<file path="src/rtl/sem_pkg.sv">
package sem_pkg;

    typedef enum logic [1:0] {
        OWN_NONE  = 2'd0,
        OWN_LEFT  = 2'd1,
        OWN_RIGHT = 2'd2
    } sem_owner_e;

    typedef struct packed {
        sem_owner_e owner;
        logic       wait_l;
        logic       wait_r;
    } sem_state_t;

    localparam sem_state_t SEM_FREE = '{owner: OWN_NONE, wait_l: 1'b0, wait_r: 1'b0};

endpackage

</file>
<file path="src/rtl/sem_port_decode.sv">
module sem_port_decode #(
    parameter int NUM_SEM = 8,
    parameter int ADDR_W  = 13,
    parameter int DATA_W  = 8,
    localparam int IDX_W  = $clog2(NUM_SEM)
) (
    input  logic              sem_sel,
    input  logic              mem_sel,
    input  logic              we,
    input  logic [ADDR_W-1:0] addr,
    input  logic [DATA_W-1:0] wdata,
    output logic [NUM_SEM-1:0] claim_vec,
    output logic [NUM_SEM-1:0] give_vec,
    output logic               rd_en,
    output logic [IDX_W-1:0]   idx
);

    logic access;
    logic wr_en;
    logic unused_hi;

    assign access = sem_sel && !mem_sel;
    assign wr_en  = access && we;
    assign rd_en  = access && !we;
    assign idx    = addr[IDX_W-1:0];

    generate
        if (ADDR_W > IDX_W && DATA_W > 1) begin : g_unused_both
            assign unused_hi = ^{addr[ADDR_W-1:IDX_W], wdata[DATA_W-1:1]};
        end else if (ADDR_W > IDX_W) begin : g_unused_addr
            assign unused_hi = ^addr[ADDR_W-1:IDX_W];
        end else if (DATA_W > 1) begin : g_unused_data
            assign unused_hi = ^wdata[DATA_W-1:1];
        end else begin : g_unused_none
            assign unused_hi = 1'b0;
        end
    endgenerate

    always_comb begin
        claim_vec = '0;
        give_vec  = '0;
        for (int i = 0; i < NUM_SEM; i++) begin
            if (wr_en && (idx == IDX_W'(i))) begin
                claim_vec[i] = !wdata[0];
                give_vec[i]  = wdata[0];
            end
        end
    end

endmodule

</file>
<file path="src/rtl/sem_cell.sv">
module sem_cell
    import sem_pkg::*;
(
    input  logic clk,
    input  logic rst_n,
    input  logic l_claim,
    input  logic l_give,
    input  logic r_claim,
    input  logic r_give,
    output logic held_l,
    output logic held_r
);

    sem_state_t st_d, st_q;

    always_comb begin
        logic wl_d;
        logic wr_d;
        st_d = st_q;
        wl_d = l_claim ? 1'b1 : (l_give ? 1'b0 : st_q.wait_l);
        wr_d = r_claim ? 1'b1 : (r_give ? 1'b0 : st_q.wait_r);
        unique case (st_q.owner)
            OWN_NONE: begin
                if (l_claim) begin
                    st_d.owner  = OWN_LEFT;
                    st_d.wait_l = 1'b0;
                    st_d.wait_r = r_claim;
                end else if (r_claim) begin
                    st_d.owner  = OWN_RIGHT;
                    st_d.wait_l = 1'b0;
                    st_d.wait_r = 1'b0;
                end else begin
                    st_d = SEM_FREE;
                end
            end
            OWN_LEFT: begin
                st_d.wait_l = 1'b0;
                if (l_give) begin
                    st_d.owner  = wr_d ? OWN_RIGHT : OWN_NONE;
                    st_d.wait_r = 1'b0;
                end else begin
                    st_d.wait_r = wr_d;
                end
            end
            OWN_RIGHT: begin
                st_d.wait_r = 1'b0;
                if (r_give) begin
                    st_d.owner  = wl_d ? OWN_LEFT : OWN_NONE;
                    st_d.wait_l = 1'b0;
                end else begin
                    st_d.wait_l = wl_d;
                end
            end
            default: st_d = SEM_FREE;
        endcase
    end

    always_ff @(posedge clk or negedge rst_n) begin
        if (!rst_n) st_q <= SEM_FREE;
        else        st_q <= st_d;
    end

    assign held_l = (st_q.owner == OWN_LEFT);
    assign held_r = (st_q.owner == OWN_RIGHT);

endmodule

</file>
<file path="src/rtl/sem_read_reg.sv">
module sem_read_reg #(
    parameter int NUM_SEM = 8,
    parameter int DATA_W  = 8,
    localparam int IDX_W  = $clog2(NUM_SEM)
) (
    input  logic               clk,
    input  logic               rst_n,
    input  logic               rd_en,
    input  logic [IDX_W-1:0]   idx,
    input  logic [NUM_SEM-1:0] held_vec,
    output logic [DATA_W-1:0]  rdata
);

    logic [DATA_W-1:0] rdata_d, rdata_q;

    always_comb begin
        rdata_d = rdata_q;
        if (rd_en) rdata_d = {DATA_W{~held_vec[idx]}};
    end

    always_ff @(posedge clk or negedge rst_n) begin
        if (!rst_n) rdata_q <= '1;
        else        rdata_q <= rdata_d;
    end

    assign rdata = rdata_q;

endmodule

</file>
<file path="src/rtl/hw_sem_bank.sv">
module hw_sem_bank #(
    parameter int NUM_SEM = 8,
    parameter int ADDR_W  = 13,
    parameter int DATA_W  = 8
) (
    input  logic              clk,
    input  logic              rst_n,
    input  logic              l_sem_sel,
    input  logic              l_mem_sel,
    input  logic              l_we,
    input  logic [ADDR_W-1:0] l_addr,
    input  logic [DATA_W-1:0] l_wdata,
    output logic [DATA_W-1:0] l_rdata,
    input  logic              r_sem_sel,
    input  logic              r_mem_sel,
    input  logic              r_we,
    input  logic [ADDR_W-1:0] r_addr,
    input  logic [DATA_W-1:0] r_wdata,
    output logic [DATA_W-1:0] r_rdata
);

    localparam int IDX_W = $clog2(NUM_SEM);

    logic [NUM_SEM-1:0] l_claim_vec, l_give_vec;
    logic [NUM_SEM-1:0] r_claim_vec, r_give_vec;
    logic [NUM_SEM-1:0] held_l_vec, held_r_vec;
    logic               l_rd_en, r_rd_en;
    logic [IDX_W-1:0]   l_idx, r_idx;

    sem_port_decode #(.NUM_SEM(NUM_SEM), .ADDR_W(ADDR_W), .DATA_W(DATA_W)) u_dec_l (
        .sem_sel(l_sem_sel), .mem_sel(l_mem_sel), .we(l_we),
        .addr(l_addr), .wdata(l_wdata),
        .claim_vec(l_claim_vec), .give_vec(l_give_vec),
        .rd_en(l_rd_en), .idx(l_idx)
    );

    sem_port_decode #(.NUM_SEM(NUM_SEM), .ADDR_W(ADDR_W), .DATA_W(DATA_W)) u_dec_r (
        .sem_sel(r_sem_sel), .mem_sel(r_mem_sel), .we(r_we),
        .addr(r_addr), .wdata(r_wdata),
        .claim_vec(r_claim_vec), .give_vec(r_give_vec),
        .rd_en(r_rd_en), .idx(r_idx)
    );

    generate
        for (genvar g = 0; g < NUM_SEM; g++) begin : g_cell
            sem_cell u_cell (
                .clk(clk), .rst_n(rst_n),
                .l_claim(l_claim_vec[g]), .l_give(l_give_vec[g]),
                .r_claim(r_claim_vec[g]), .r_give(r_give_vec[g]),
                .held_l(held_l_vec[g]), .held_r(held_r_vec[g])
            );
        end
    endgenerate

    sem_read_reg #(.NUM_SEM(NUM_SEM), .DATA_W(DATA_W)) u_rd_l (
        .clk(clk), .rst_n(rst_n), .rd_en(l_rd_en), .idx(l_idx),
        .held_vec(held_l_vec), .rdata(l_rdata)
    );

    sem_read_reg #(.NUM_SEM(NUM_SEM), .DATA_W(DATA_W)) u_rd_r (
        .clk(clk), .rst_n(rst_n), .rd_en(r_rd_en), .idx(r_idx),
        .held_vec(held_r_vec), .rdata(r_rdata)
    );

endmodule

</file>
<file path="config.mk">
export PLATFORM = sky130hd
export DESIGN_NAME = hw_sem_bank
export DESIGN_NICKNAME = d
export VERILOG_FILES = /design/src/rtl/sem_pkg.sv /design/src/rtl/sem_port_decode.sv /design/src/rtl/sem_cell.sv /design/src/rtl/sem_read_reg.sv /design/src/rtl/hw_sem_bank.sv
export SDC_FILE = /design/constraint.sdc
export NUM_CORES = 1
export LEC_CHECK = 0
export CELL_PAD_IN_SITES_DETAIL_PLACEMENT = 0
export CELL_PAD_IN_SITES_GLOBAL_PLACEMENT = 1
export CORE_MARGIN = 5
export CORE_UTILIZATION = 37
export CTS_BUF_LIST = sky130_fd_sc_hd__clkbuf_2
export DETAILED_ROUTE_END_ITERATION = 8
export PLACE_DENSITY = 0.83
export SLEW_MARGIN = 10
export SYNTH_ARGS = -nofsm -noshare
export SYNTH_HDL_FRONTEND = slang
export SYNTH_SLANG_ARGS = --single-unit
</file>
<file path="constraint.sdc">
create_clock -name clk -period 1.9 [get_ports clk]
set_input_delay 0.57 -clock clk [delete_from_list [all_inputs] [get_ports clk]]
set_output_delay 0.57 -clock clk [all_outputs]
set_load 0.01 [all_outputs]
</file>
======== Yosys cells after proc, flatten, opt, wreduce, memory -nomap -nowiden ========
Cells that the tools add are included.
Widths: inputs -> output; s select.
operators by class
  magnitude comparators ................... 2
  equal/unequal tests ..................... 46
  multiplexer cells ....................... 140
  bitwise operators ....................... 2
  reductions and logical operators ........ 46
operators by type and width
  kind                count
  $pmux 4 s3          8
  $mux 1              90
  $mux 4              16
  $mux 2              24
  $ne 2x1->1 const B  16
  $eq 3x3->1 const B  8
  $logic_and 1x1->1   22
  $eq 2x1->1 const B  8
  $eq 2x2->1 const B  8
  $logic_not 2->1     8
  $reduce_and 2->1    8
  $eq 3x2->1 const B  4
  $lt 3x4->1 const B  2
  $bmux 1 s3          2
  $eq 3x1->1 const B  2
  $logic_not 1->1     6
  $logic_not 3->1     2
  $not 1->1           2
storage, ports and cells
  bits in registers ....................... 34
  input port bits ......................... 50
  output and inout bits ................... 16
  logic and storage cells ................. 262

======== Logic depth before layout (Yosys ltp) ========
Gate-level depths: netlist of run 1.
  depth in word-level cells ............... 10
  mapped depth ............................ 6
  mapped depth without buffers ............ 4

======== Hierarchy ========
Synthesis of run 1 repeated with hierarchy kept, for this count alone.
second synthesis, totals
  cell total of the unflattened synthesis .. 283
  area total of the unflattened synthesis .. 2592.5 µm²
modules (own cells, without submodules)
  module                           times used  cells each  area each (µm²)  sequential area each (µm²)
  sem_cell (g_cell[0].u_cell ...)  7           24          230.2            100.1
  sem_port_decode                  2           32          226.5            0.0
  sem_read_reg                     2           15          161.4            26.3
  sem_cell (g_cell[7].u_cell)      1           21          205.2            100.1

======== Worst setup path after synthesis of run 1 ========
No wires, ideal clock.
  path kind ............................... input -> register
  from .................................... input port r_addr[1]
  to ...................................... register g_cell[4].u_cell.st_q[3] (netlist bit)
  library setup time ...................... 0.120 ns
  arrival ................................. 1.927 ns
  data required time ...................... 1.780 ns
  path slack .............................. -0.147 ns
  cell stages on the path ................. 6
  path buffers ............................ 2
  path through ............................ buf_6 > or3b_1 > buf_2 > or3_1 > a31o_1 > a31o_1
on the way
  word-level cells in the longest chain between the ends .. 8
  elaborated cells between the ends (all ways) .. 13
  those cells by class .................... eq/ne (2); mux (9); reduce/logical (2)
ends and longest elaborated chain
  what                    line                   text
  start: declaration      hw_sem_bank.sv:17      input logic [ADDR_W-1:0] r_addr,
  $eq 3x3->1 (*)          sem_port_decode.sv:43  if (wr_en && (idx == IDX_W'(i))) begin
  $logic_and 1x1->1 (*)   sem_port_decode.sv:43
  $mux 1                  sem_port_decode.sv:43
  $mux 1 (2 in series)    sem_cell.sv:21         wr_d = r_claim ? 1'b1 : (r_give ? 1'b0 : st_q.wait_r);
  $mux 2                  sem_cell.sv:39         st_d.owner = wr_d ? OWN_RIGHT : OWN_NONE;
  $mux 2                  sem_cell.sv:38         if (l_give) begin
  $pmux 4 s3              sem_cell.sv:22         unique case (st_q.owner)
  end signal: assignment  sem_cell.sv:60         else st_q <= st_d;
  end: declaration        sem_cell.sv:14         sem_state_t st_d, st_q;
Every way passes the cells marked *; elsewhere a longest branch is shown, timed or not. The select of a mux whose other input is x is not followed.
A chain may end at the register's enable or synchronous reset.

======== Worst setup path in the final report of run 1 ========
  from .................................... register u_rd_r.rdata[0] (netlist name)
  to ...................................... output port r_rdata[0]
RTL lines
  what              line               text
  end: declaration  hw_sem_bank.sv:19  output logic [DATA_W-1:0] r_rdata
No word-level cell between the ends.

==> reports/metrics.cfg, run 1 <==
[status]
outcome=complete, but fails checks
violations=setup timing

[synthesis]
async_flop_share_pct=100
synthTopCellsByArea=dfrtp_1, buf_4, nor3_1
avgSynthCellArea_sq_um=8.81
yosys_warnings=0
synth_largest_area_cell=dfrtp_1
synth-seq-cells=34
synthesis.area_sq_mm=0.00234
syn_nets=316
synth_flop_cell=dfrtp_1
ys_seq_area_share_pct=36.4
synth_top_area_share_pct=34.2
ys_types=58
synth_edf_count=0
syn_inst=266

[placement]
io_buffers=31
dp_hpwl_um=5360
routabilityCongestion=0.885
dpl.cell_count=416

[die]
die_h_um=89.6
die-area_sq_mm=0.00802
fp.dieW_um=89.6
io_pins=66
rows=29
start_util_pct=37.5
core-area_sq_mm=0.00624

[global_route]
met1_usage_pct=25.3
met3_usage_pct=2.76
grt_pass1_wl_um=11400
met2_usage_pct=29.7
grt_max_degree=35
grt_pass1_vias=2339
busiest_layer=met2
grtUsageTotal_pct=18.4
antenna_found_initial=0
overflow=0

[critical_path]
r2r_cells=4
crit_path_start_kind=flip-flop
critPathLaunch=u_rd_r.rdata[0]
timing.rr.start=g_cell[0].u_cell.st_q[2]
cp_data_required_time_ps=1330
reg2reg_to=u_rd_r.rdata[0]
crit_path_end=r_rdata[0]
ff2ff_setup_slack_ps=320
path_class=flip-flop to output port
arrival_ps=1340
critPathMaxFanout=4
endpoint_kind=output port

[timing]
relSlewSlack_pct=71.5
fin_ws_ps=-11.0
finalMaxSlewViolations=0
final-setup-viol-count=3
fmax_mhz=523
rsz0062_at_grt=true
fin_setup_tns_ps=-29.0
finClkSkew_ps=25.3
finalCriticalPeriod_ps=1910
tightestPinTransition_ps=424
hold_viol=0
fin_crit_sh_pct=101

[finish]
finalNonFillerCells=428
final_net_count=400
drive_gt1_share_pct=32.8
fin_util_pct=51.1
n_antenna_cell=0
syn2layout_area_growth_pct=36.3

[clock_tree]
cts_hold_buf=0
cts_root_buf=clkbuf_2
clk_latency_ps=390
cts_tree=done
cts_max_level=2
numCtsBuffers=5
cts_buffer_depth=2
cts_sinks=34
clk_pin_slew_ps=200

[routing]
drt-initial-drc-count=171
drt-total-wl_um=7050
antenna_left=0
viasPerCell=5.69
drtPass1Iterations=4
post_drt_wl_per_cell_um=16.5
vias=2436
drc_errors=0

[power]
p_per_area_mw_per_mm2=666
peakVddDrop_v=0.000403
power_mw=2.13
leakagePower_nw=1.37

[worst_hold_path]
hp-class=input port to async pin

[job]
cap_violations=0

==> metrics by stage <==
step | hold WS [ps] | cell area, sq um | setup slack [ps]
after floorplan | 274 | 2360 | -145
after global placement | 516 | 3130 | -532
after detailed placement | 518 | 3130 | -539
after CTS | 512 | 3200 | -39.5
after global routing | 506 | 3190 | -69.0
final | 516 | 3190 | -11.0
==> cell type report <==
class / count / area, sq um
fill: 616 / 3050
multi-input combinational: 196 / 1360
sequential: 34 / 853
timing repair buffer: 105 / 815
tap: 77 / 96.3
clock buffer: 6 / 30.0
inverter: 8 / 30.0
clock inverter: 2 / 8.76
==> flip-flops by register name, indices dropped and copies added (netlist names) <==
signal,flops
g_cell.u_cell.st_q,32
u_rd_l.rdata,1
u_rd_r.rdata,1
==> routing by layer <==
metal  share of wire (%)  vias up
li1                    -     1181
met1                  46     1198
met2                  48       46
met3                 3.4       11
met4                 2.0        0
met5                   0        -
==> worst min path at each step <==
| stage | endpoint | slack, ps | startpoint |
|---|---|---|---|
| after floorplan | g_cell[0].u_cell.st_q[0] | 270 | rst_n |
| after global placement | g_cell[0].u_cell.st_q[0] | 520 | g_cell[0].u_cell.st_q[3] |
| after detailed placement | g_cell[4].u_cell.st_q[1] | 520 | g_cell[4].u_cell.st_q[1] |
| after CTS | g_cell[6].u_cell.st_q[3] | 510 | rst_n |
| after global routing | g_cell[4].u_cell.st_q[2] | 510 | rst_n |
| final | g_cell[4].u_cell.st_q[2] | 520 | rst_n |
==> cell usage after synthesis (all sizes together) (7+ instances only) <==
| library cell | n |
|---|---|
| clkbuf | 12 |
| nand2 | 13 |
| dfrtp | 32 |
| inv | 8 |
| nor3 | 17 |
| nor2b | 7 |
| o31ai | 9 |
| buf | 16 |
| nand3 | 10 |
| nor2 | 14 |
| a21oi | 14 |
| nand2b | 11 |
| o21ai | 14 |
==> worst max-delay path: stages (launching register included) <==
cell	delay [ps]
dfstp_2	570
buf_2	130
dlygate4sd2_1	270
==> report_power, final <==
group | internal [mW] | leakage (nW) | total (mW) | switching, mW
clock | 0.0906 | 0.0304 | 0.353 | 0.263
sequential | 0.828 | 0.455 | 0.992 | 0.164
combinational | 0.392 | 0.886 | 0.780 | 0.388
total | 1.31 | 1.37 | 2.13 | 0.814
==> layout by cell type, fill, tap and decap left out, drive strengths merged, types with 4 or more instances in the layout <==
cell / netlist / layout
o21ai: 14 / 14
buf: 16 / 78
o31ai: 9 / 9
o211ai: 4 / 4
and3: 4 / 4
o2bb2ai: 4 / 4
nor2b: 7 / 7
nand2b: 11 / 11
nand2: 13 / 13
nor2: 14 / 14
nand3: 10 / 10
nor3b: 6 / 6
a21oi: 14 / 14
dfrtp: 32 / 32
inv: 8 / 8
dlygate4sd2: 0 / 6
o21bai: 4 / 4
a31o: 4 / 4
clkdlybuf4s50: 0 / 9
a221oi: 5 / 5
clkbuf: 12 / 14
nand3b: 4 / 4
a211oi: 6 / 6
nor3: 17 / 17
==> timing repair <==
item / in CTS / in global routing
gates resized for setup: 42 / 24
pin swaps: 1 / 1
buffers inserted: 4 / 0
endpoints found under the setup margin: 22 / 26
==> logic make-up (layout without fill, tap and decap cells) <==
group,after synthesis,in the layout,synth area share [%]
and+or+nand+nor,103,103,25.3
AOI/OAI and AO/OA,89,89,27.5
muxes,4,4,2.35
buffers and inverters,36,121,8.39
DFF,34,34,36.4
No activity file was read; power rests on OpenSTA's default activity.
==> run 2, diff against run 1 <==
Settings changed: RECOVER_POWER set to 100.
==> reports/metrics.cfg, run 2 (synthesized netlist as in run 1, its figures left out) <==
[routing]
vias=2430
viasPerCell=5.68
drtPass1Iterations=4
drt-total-wl_um=7040
post_drt_wl_per_cell_um=16.5
antenna_left=0
drc_errors=0
drt-initial-drc-count=151

[timing]
rsz0062_at_grt=true
hold_viol=0
fin_crit_sh_pct=100
relSlewSlack_pct=41.4
tightestPinTransition_ps=878
finalMaxSlewViolations=0
fin_setup_tns_ps=-23.8
finClkSkew_ps=26.9
fin_ws_ps=-9.26
final-setup-viol-count=3
finalCriticalPeriod_ps=1910
fmax_mhz=524

[placement]
dpl.cell_count=416
dp_hpwl_um=5360
routabilityCongestion=0.885
io_buffers=31

[status]
outcome=complete, but fails checks
violations=setup timing

[critical_path]
arrival_ps=1340
critPathLaunch=u_rd_r.rdata[0]
cp_data_required_time_ps=1330
path_class=flip-flop to output port
critPathMaxFanout=4
endpoint_kind=output port
crit_path_start_kind=flip-flop
timing.rr.start=g_cell[0].u_cell.st_q[2]

[power]
clock_power_share_pct=16.8
peakVddDrop_v=0.000383
power_mw=2.10
p_sw_share_pct=38.6
p_per_area_mw_per_mm2=668
power_switching_uw=811
p_int_mw=1.29
pwr-share-seq_pct=47.2
p_comb_share_pct=36.0
leakagePower_nw=1.33

[worst_hold_path]
hp-start=g_cell[3].u_cell.st_q[3]
hp-class=flip-flop to flip-flop

[die]
fp.dieW_um=89.6
rows=29
io_pins=66
start_util_pct=37.5
core-area_sq_mm=0.00624
die_h_um=89.6
die-area_sq_mm=0.00802

[finish]
n_antenna_cell=0
largest_reg_flops=32
mostFrequentLayoutCell=buf_4
layout_common_cells=buf_4, dfrtp_1, nor3_1
register_area_sq_um=853
multi_input_area_sq_mm=0.00134
nFillCells=628
syn2layout_area_growth_pct=34.1
finalNonFillerCells=428
registers.top_by_ff_count=g_cell.u_cell.st_q
drive_gt1_share_pct=28.2
final_net_count=400

[global_route]
grtUsageTotal_pct=18.4
grt_pass1_wl_um=11400
grt_pass1_vias=2339
overflow=0
grt_max_degree=35
antenna_found_initial=0

[clock_tree]
cts_buffer_depth=2
numCtsBuffers=5
cts_hold_buf=0
cts_sinks=34
clk_pin_slew_ps=180
cts_root_buf=clkbuf_2
clk_latency_ps=390
cts_tree=done
cts_max_level=2

[job]
cap_violations=0

[run 2: changes by cell type in the layout (fill, tap and decap cells not counted), moves of 4 or more]
cell             before  now
clkbuf_1              0   13
clkbuf_2             14    7
buf_4                71   66
buf_2                 6    2
clkbuf_4              0    4
clkdlybuf4s50_1       9    5
dlygate4sd3_1         0    4
[run 2: final timing paths]
kind | slack [ps] | end | depth (start not counted)
setup / recovery | -9 | r_rdata[0] | 2
hold / removal | 550 | g_cell[3].u_cell.st_q[0] | 1
setup reg to reg | 320 | u_rd_r.rdata[0] | 4
hold reg to reg | 550 | g_cell[3].u_cell.st_q[0] | 1
max in group asynchronous | 540 | g_cell[7].u_cell.st_q[1] | 2
min in group asynchronous | 790 | g_cell[4].u_cell.st_q[3] | 2
[run 2: timing repair]
action	4_1_cts	5_1_grt
pin swaps	1	1
setup endpoints to repair	22	26
buffers inserted	4	0
gates resized for setup	42	24
[run 2: power groups by stage]
stage | sequential [mW] | clock [mW] | combinational, mW
2_1_floorplan | 0.954 | 0 | 0.532
3_3_place_gp | 1.01 | 0 | 0.783
3_5_place_dp | 1.02 | 0 | 0.800
4_1_cts | 0.983 | 0.363 | 0.806
5_1_grt | 1.02 | 0.389 | 0.837
6_report | 0.991 | 0.353 | 0.756
[run 2: per-stage QoR]
stage | setup WS [ps] | instance area (sq um) | hold WS [ps] | util [%]
after floorplan | -145 | 2360 | 274 | -
after global placement | -532 | 3130 | 516 | 50.1
after detailed placement | -539 | 3130 | 518 | 50.1
after CTS | -39.5 | 3200 | 512 | 51.3
after global routing | -69.0 | 3140 | 577 | 50.3
final | -9.26 | 3140 | 555 | 50.3
[run 2: critical path, cell delays in order, from the launching register on]
cell and delay, ps:
dfstp_2 570, buf_2 130, dlygate4sd2_1 270
[run 2: layout make-up]
type	instances	share of cell area (%)
multi-input cells	196	42.7
well taps	77	3.07
inverters	8	0.956
clock inverters	2	0.279
repair buffers	105	24.9
flip-flops and latches	34	27.2
clock buffers	6	0.956
[run 2: layer usage]
metal  track usage, %  share of wire, %
met5                0                 0
met3             2.76               3.4
met4             6.09               1.9
met2             29.7                49
met1             25.3                46
